`config.mk`:
```
export PLATFORM = sky130hd
export DESIGN_NAME = piso_shreg
export DESIGN_NICKNAME = d
export VERILOG_FILES = /design/src/rtl/piso_pkg.sv /design/src/rtl/pin_sync.sv /design/src/rtl/gate_edge.sv /design/src/rtl/stage_chain.sv /design/src/rtl/piso_shreg.sv
export SDC_FILE = /design/constraint.sdc
export NUM_CORES = 1
export LEC_CHECK = 0
export BUFFER_PORTS_ARGS = -buffer_cell sky130_fd_sc_hd__buf_2
export CORE_MARGIN = 10
export CORE_UTILIZATION = 25
export CTS_CLUSTER_DIAMETER = 150
export DETAILED_ROUTE_END_ITERATION = 8
export PLACE_DENSITY = 0.43
export SYNTH_ARGS = -nofsm -noshare
export SYNTH_HDL_FRONTEND = slang
export SYNTH_HIERARCHICAL = 1
export SYNTH_SLANG_ARGS = --single-unit
export TNS_END_PERCENT = 100
```
`constraint.sdc`:
```
create_clock -name sys_clk -period 1.85 [get_ports sys_clk]
set_input_delay 0.185 -clock sys_clk [delete_from_list [all_inputs] [get_ports sys_clk]]
set_output_delay 0.185 -clock sys_clk [all_outputs]
set_load 0.02 [all_outputs]
```
`src/rtl/piso_pkg.sv`:
```
// Shared types for the parallel-load serial-out shift register.
// Assumes: the asynchronous control pins travel together through one synchronizer.
package piso_pkg;

    // Default number of stages in the register.
    localparam int unsigned STAGES_DEF = 8;

    // Default synchronizer depth for the asynchronous pins.
    localparam int unsigned SYNC_DEF = 2;

    // Bundle of asynchronous pins that share one synchronizer.
    typedef struct packed {
        logic clk_a;   // shift clock pin
        logic clk_b;   // hold pin, same role as clk_a
        logic load_n;  // active-low load control
        logic ser;     // serial data for the first stage
    } pin_bundle_t;

    localparam int unsigned PIN_BITS = $bits(pin_bundle_t);

    // Reset value of the synchronizer: load inactive, clocks low, serial low.
    localparam pin_bundle_t PIN_RST = '{clk_a: 1'b0, clk_b: 1'b0, load_n: 1'b1, ser: 1'b0};

endpackage

```
`src/rtl/pin_sync.sv`:
```
// Multi-flop synchronizer for a bundle of asynchronous pins.
// Assumes: the bits of the bundle are independent single-bit signals; each bit
// is made metastability-safe on its own, so no multi-bit coherence is implied.
module pin_sync #(
    parameter int unsigned            N       = 4,
    parameter int unsigned            STAGES  = 2,
    parameter logic [N-1:0]           RST_VAL = '0
) (
    input  logic         clk,
    input  logic         rst_n,
    input  logic [N-1:0] d,
    output logic [N-1:0] q
);

    localparam int unsigned LAST = STAGES - 1;

    logic [STAGES-1:0][N-1:0] chain;

    // Move the samples one flop further along the chain each cycle.
    always_ff @(posedge clk) begin
        if (!rst_n) begin
            for (int i = 0; i < STAGES; i++) begin
                chain[i] <= RST_VAL;
            end
        end else begin
            chain[0] <= d;
            for (int i = 1; i < STAGES; i++) begin
                chain[i] <= chain[i-1];
            end
        end
    end

    assign q = chain[LAST];

endmodule

```
`src/rtl/gate_edge.sv`:
```
// Combines two interchangeable clock pins by OR into one gated clock and
// flags each rising edge of it as a single-cycle pulse.
// Assumes: both inputs are already synchronous to clk.
module gate_edge (
    input  logic clk,
    input  logic rst_n,
    input  logic clk_a,
    input  logic clk_b,
    output logic rise
);

    logic gated;
    logic gated_prev;

    // Gated clock: either pin high holds the gate high.
    always_comb begin
        gated = clk_a | clk_b;
    end

    // Remember the previous gated level for edge detection.
    always_ff @(posedge clk) begin
        if (!rst_n) begin
            gated_prev <= 1'b0;
        end else begin
            gated_prev <= gated;
        end
    end

    // Rising edge: gate high now and low one cycle ago.
    always_comb begin
        rise = gated & ~gated_prev;
    end

endmodule

```
`src/rtl/stage_chain.sv`:
```
// The storage stages, with a level-sensitive parallel load that takes
// priority over a one-place shift toward the last stage.
// Assumes: load and shift are synchronous; par is stable while load is high.
module stage_chain #(
    parameter int unsigned WIDTH = 8
) (
    input  logic             clk,
    input  logic             rst_n,
    input  logic             load,
    input  logic             shift,
    input  logic             ser,
    input  logic [WIDTH-1:0] par,
    output logic [WIDTH-1:0] q
);

    logic [WIDTH-1:0] shifted;

    // Per-stage shift source: the serial input for stage 0, the stage before for the rest.
    for (genvar i = 0; i < WIDTH; i++) begin : g_src
        if (i == 0) begin : g_first
            assign shifted[i] = ser;
        end else begin : g_next
            assign shifted[i] = q[i-1];
        end
    end

    // Update the stages: reset, then load, then shift, else hold.
    always_ff @(posedge clk) begin
        if (!rst_n) begin
            q <= '0;
        end else if (load) begin
            q <= par;
        end else if (shift) begin
            q <= shifted;
        end
    end

endmodule

```
`src/rtl/piso_shreg.sv`:
```
// Parallel-load serial-out shift register sampled by a system clock.
// The asynchronous shift clock, hold, load and serial pins are synchronized,
// the two clock pins are ORed into a gated clock whose rising edges shift the
// stages, and a low load control copies the parallel inputs every cycle.
// Assumes: par_in is stable while load_n is low or being released; all four
// asynchronous pins are low (load_n high) during reset.
module piso_shreg
    import piso_pkg::*;
#(
    parameter int unsigned WIDTH       = STAGES_DEF,
    parameter int unsigned SYNC_STAGES = SYNC_DEF
) (
    input  logic             sys_clk,
    input  logic             sys_rst_n,
    input  logic             shift_clk,
    input  logic             shift_hold,
    input  logic             load_n,
    input  logic             ser_in,
    input  logic [WIDTH-1:0] par_in,
    output logic [WIDTH-1:0] stage_q,
    output logic             ser_out,
    output logic             ser_out_n
);

    localparam int unsigned TOP = WIDTH - 1;

    pin_bundle_t pins_raw;
    pin_bundle_t pins_s;
    logic [PIN_BITS-1:0] pins_q;

    logic clk_s;
    logic hold_s;
    logic load_n_s;
    logic ser_s;
    logic shift_pulse;

    // Gather the asynchronous pins into one bundle.
    always_comb begin
        pins_raw.clk_a  = shift_clk;
        pins_raw.clk_b  = shift_hold;
        pins_raw.load_n = load_n;
        pins_raw.ser    = ser_in;
    end

    pin_sync #(
        .N       (PIN_BITS),
        .STAGES  (SYNC_STAGES),
        .RST_VAL (PIN_RST)
    ) u_sync (
        .clk   (sys_clk),
        .rst_n (sys_rst_n),
        .d     (pins_raw),
        .q     (pins_q)
    );

    // Unpack the synchronized bundle into named signals.
    always_comb begin
        pins_s   = pins_bundle(pins_q);
        clk_s    = pins_s.clk_a;
        hold_s   = pins_s.clk_b;
        load_n_s = pins_s.load_n;
        ser_s    = pins_s.ser;
    end

    gate_edge u_edge (
        .clk   (sys_clk),
        .rst_n (sys_rst_n),
        .clk_a (clk_s),
        .clk_b (hold_s),
        .rise  (shift_pulse)
    );

    stage_chain #(
        .WIDTH (WIDTH)
    ) u_chain (
        .clk   (sys_clk),
        .rst_n (sys_rst_n),
        .load  (!load_n_s),
        .shift (shift_pulse),
        .ser   (ser_s),
        .par   (par_in),
        .q     (stage_q)
    );

    // Serial outputs straight from the last stage.
    always_comb begin
        ser_out   = stage_q[TOP];
        ser_out_n = ~stage_q[TOP];
    end

    function automatic pin_bundle_t pins_bundle(input logic [PIN_BITS-1:0] v);
        return pin_bundle_t'(v);
    endfunction

endmodule

```
# Word level (Yosys, flattened, before mapping)
# Index checks and enable logic that the tools add are counted.
[classes]
bitwise_logic = 4
eq_ne = 1
n_mux = 2
[ops]
columns = ["operator", "count"]
rows = [
  ["2-to-1 mux 8 bit", 2],
  ["!= test 2 bit (second input constant)", 1],
  ["NOT 1 bit", 2],
  ["bitwise AND 1 bit", 1],
  ["OR 1 bit", 1],
]
[totals]
wordCells = 11
in_bits = 14
ff_bits = 17

# Longest topological paths before layout
[depth]
depth_word = 4
ltp_mapped = 5

# Hierarchy
# The synthesis kept the hierarchy.
[by_module_without_submodules]
columns = ["mod", "seq_area_each_um2", "area_per_inst_um2", "cells_each", "n_inst"]
rows = [
  ["stage_chain", 160.2, 440.4, 35, 1],
  ["pin_sync", 160.2, 240.2, 20, 1],
  ["gate_edge", 20.0, 37.5, 3, 1],
  ["piso_shreg", 0.0, 15.0, 3, 1],
]

# Worst setup path after synthesis
# OpenSTA, ideal clock, no wires.
[synth_path]
path_type = "reg2reg"
start = "register u_sync.chain, in the netlist u_sync/q[2]"
end = "register u_chain.q[0]"
synth_period_minus_slack_ps = 1304
slack_ps = 546
setup_ps = 116
stages_incl_launch_ff = 6
required_time_ps = 1734
arrival_time_ps = 1188
path_cell_list = "dfxtp_1 > buf_4 > o21ba_1 > buf_6 > mux2_4 > o211a_1"
[synth_via]
elab_chain_len = 3
[synth_lines]
columns = ["element", "line_no", "rtl"]
rows = [
  ["from (decl)", "pin_sync.sv:17", "logic [STAGES-1:0][N-1:0] chain;"],
  ["from (signal, indexed assignment)", "pin_sync.sv:28", "chain[i] <= chain[i-1];"],
  ["OR 1 bit", "gate_edge.sv:17", "gated = clk_a | clk_b;"],
  ["bitwise AND 1 bit", "gate_edge.sv:31", "rise = gated & ~gated_prev;"],
  ["via shift_pulse", "piso_shreg.sv:35", "logic shift_pulse;"],
  ["!= test 2 bit (no line)", "-", ""],
  ["to (signal assigned)", "stage_chain.sv:32", "q <= par;"],
  ["to (signal assigned)", "stage_chain.sv:34", "q <= shifted;"],
  ["to (decl)", "stage_chain.sv:13", "output logic [WIDTH-1:0] q"],
]
# The timed path passes the listed nets, and every way through them passes these cells.
# A chain may end at the register's enable or synchronous reset.

# Worst setup path after layout
[layout_path]
start = "register u_edge.gated_prev"
end = "register u_chain.q[6]"
[layout_via]
elab_chain_len = 3
[layout_lines]
columns = ["element", "line_no", "rtl"]
rows = [
  ["from (decl)", "gate_edge.sv:13", "logic gated_prev;"],
  ["from (signal assigned)", "gate_edge.sv:25", "gated_prev <= gated;"],
  ["NOT 1 bit", "gate_edge.sv:31", ""],
  ["bitwise AND 1 bit", "gate_edge.sv:31", ""],
  ["via shift_pulse", "piso_shreg.sv:35", ""],
  ["!= test 2 bit (no line)", "-", ""],
]
# The timed path passes the listed nets, and every way through them passes these cells.

==> metrics <==
Synth Area per Inst 12.0 um2; crit path kind reg -> reg; initial antenna violation count 0; fin crit share 79.7%; CTS tree built; most area-hungry cell type in the Yosys netlist dfxtp_1; Root Driver clkbuf_4; Hold Crit Depth 2; Core Area 0.00278 mm2; leading post-synthesis cells by cell area dfxtp_1 46%, mux2_4 16%, o211a_1 11%; Fill cells 302; CP Depth 3; # hold bufs at CTS 0; Reg clk slew, reported paths 0.09 ns; Area Overhead vs Synth 16.9%; setup repair after global routing missed its margin no; CTS resizes 0; crit path time final 1.47 ns; largest net degree at the start of global routing 18; Total Neg Setup Slack 0 ns; Hold Violations, Final 0; Initial Utilization 26.4%; Synth Area in Adders 0%; headroom to the max-slew limit 66.9%; Post-Syn Nets 75; # placed instances 107; Sink Count 17; Power Density 799 mW/mm2; initial DRC count 19; vias in the first global route 516; Std-Cell Rows 19; Post CTS Setup Buffer Count 0; Die Span Y 74.2 um; Ports 24; Netlist cell types 13; routability cong. 0.707; fraction of the mapped netlist area in simple logic gates 15.0%; WP data required 2.03 ns; Critical Path Source Type register; DP Area 830 um2; fmax 0.679 GHz; DRT Wirelength 1.31 mm; Slowest-stage cell, CP o21ba_1; main combinational cell family by area after synthesis multiplexers; Worst Path Max Fanout 8; status completed; Final Non-Filler Cells 111; crit-path cells o21ba_1 -> mux2_4 -> o211a_1; Chip Width 74.2 um; r2r worst-path depth 3; CP top delay family compound AO/OA/AOI/OAI gates; max_cap viols 0; commonest non-fill, non-tap cell in the layout buf_2; Pre-Repair DR Iteration Count 2; Vias 453; htree depth 1; Hold/Removal Path Class in -> reg; XOR/XNOR share of the synthesized area 0%; flops & latches, synth 17; sequential-to-total area share from yosys stat 46.4%; Worst Path Buf+Inv 0; fin. max-slew vios 0; mux cell area share after synthesis 16.4%; final hold slack 0.0708 ns; most frequent cells in the layout 23 x buf_2, 17 x dfxtp_1, 8 x mux2_4, 8 x or2b_1, 8 x o211a_1; ant diodes 0; fraction of layout cells with a size suffix above 1 43.8%; worst slew pin tran 0.496 ns; final setup violation count 0; Post-Route Skew 0.00350 ns; Avg WL per Cell 11.8 um; Clock Tree Buf Depth 2; Compound-Gate Fraction of Synth Area 13.3%; first-pass GRT wire length 2.22 mm; CTS buffer count 3; Synth warnings 6; Die ar. 0.00550 mm2; GRT overflow 0; Final Cell Area 857 um2; Mapped Area 733 um2; area fraction of the dominant cell type after synthesis 46.4%; crit-path max cell delay 0.52 ns; worst path arrival time 1.66 ns; port bufs 23; Total GRT Usage 5.06%; Post-Synthesis Cells 61; R2R setup slack 0.38 ns; DRC errors left 0; net count reported at finish 95; antenna-violating nets left 0; worst vdd ir 478 uV; Clock Latency Late Sink 0.28 ns; drt via density 4.08; leakage power 0.481 nW; crit end category register
[metrics by stage]
step	utilization, %	worst slack [ns]	total power [W]
2_1_floorplan	-	0.546	0.000482
3_3_place_gp	29.8	0.395	0.000507
3_5_place_dp	29.8	0.397	0.000508
4_1_cts	30.8	0.356	0.000704
5_1_grt	30.8	0.294	0.000734
6_report	30.8	0.376	0.000685
[state kept, by name (all words and copies together) (netlist names)]
| signal | flops |
|---|---|
| u_edge/gated_prev | 1 |
| u_sync/chain | 4 |
| u_chain/q | 8 |
| u_sync/q | 4 |
[cells by family (layout without fill, tap and decap cells)]
kind of cell	count (synthesis)	in the layout
AO/OA/AOI/OAI	10	10
AND/OR/NAND/NOR	16	16
multiplexers	8	8
flip-flops	17	17
buffers and inverters	10	29
[worst register-to-register path, stage by stage (launching register included)]
cell and delay [ns]:
dfxtp_1 0.30, o21ba_1 0.52, mux2_4 0.35, o211a_1 0.20
[per-layer routing]
layer	routed length, um	global-route usage [%]	part of all wire [%]
met1	555	5.48	42
met2	614	7.95	47
met3	145	3.46	11
met4	0	1.24	0
met5	0	0	0
[final timing paths]
| kind | start | to |
|---|---|---|
| max | u_edge/gated_prev | u_chain/q[6] |
| min | load_n | u_sync/chain[1] |
| min reg2reg | u_sync/chain[1] | u_sync/q[1] |
| max reg2reg | u_edge/gated_prev | u_chain/q[6] |
[power breakdown]
| group | internal [W] | switching, W |
|---|---|---|
| Clock | 0.0000803 | 0.000108 |
| Sequential | 0.000386 | 0.0000105 |
| Combinational | 0.0000545 | 0.0000464 |
[synthesized netlist by cell type (all sizes together)]
cell type  instances
o211a              8
inv                2
o21ba              1
and2               6
nand2b             2
mux2               8
o21a               1
dfxtp             17
buf                8
or2b               8
[cell type report]
class / count / area (um2) / share of cell area [%]
Clock buffer: 3 / 22.5 / 2.63
Clock inverter: 1 / 5.00 / 0.584
Inverter: 2 / 7.51 / 0.876
Multi-Input combinational cell: 34 / 328 / 38.2
Sequential cell: 17 / 340 / 39.7
Tap cell: 31 / 38.8 / 4.53
Timing Repair Buffer: 23 / 115 / 13.4
Note: power is estimated with default switching activity, not from simulation.
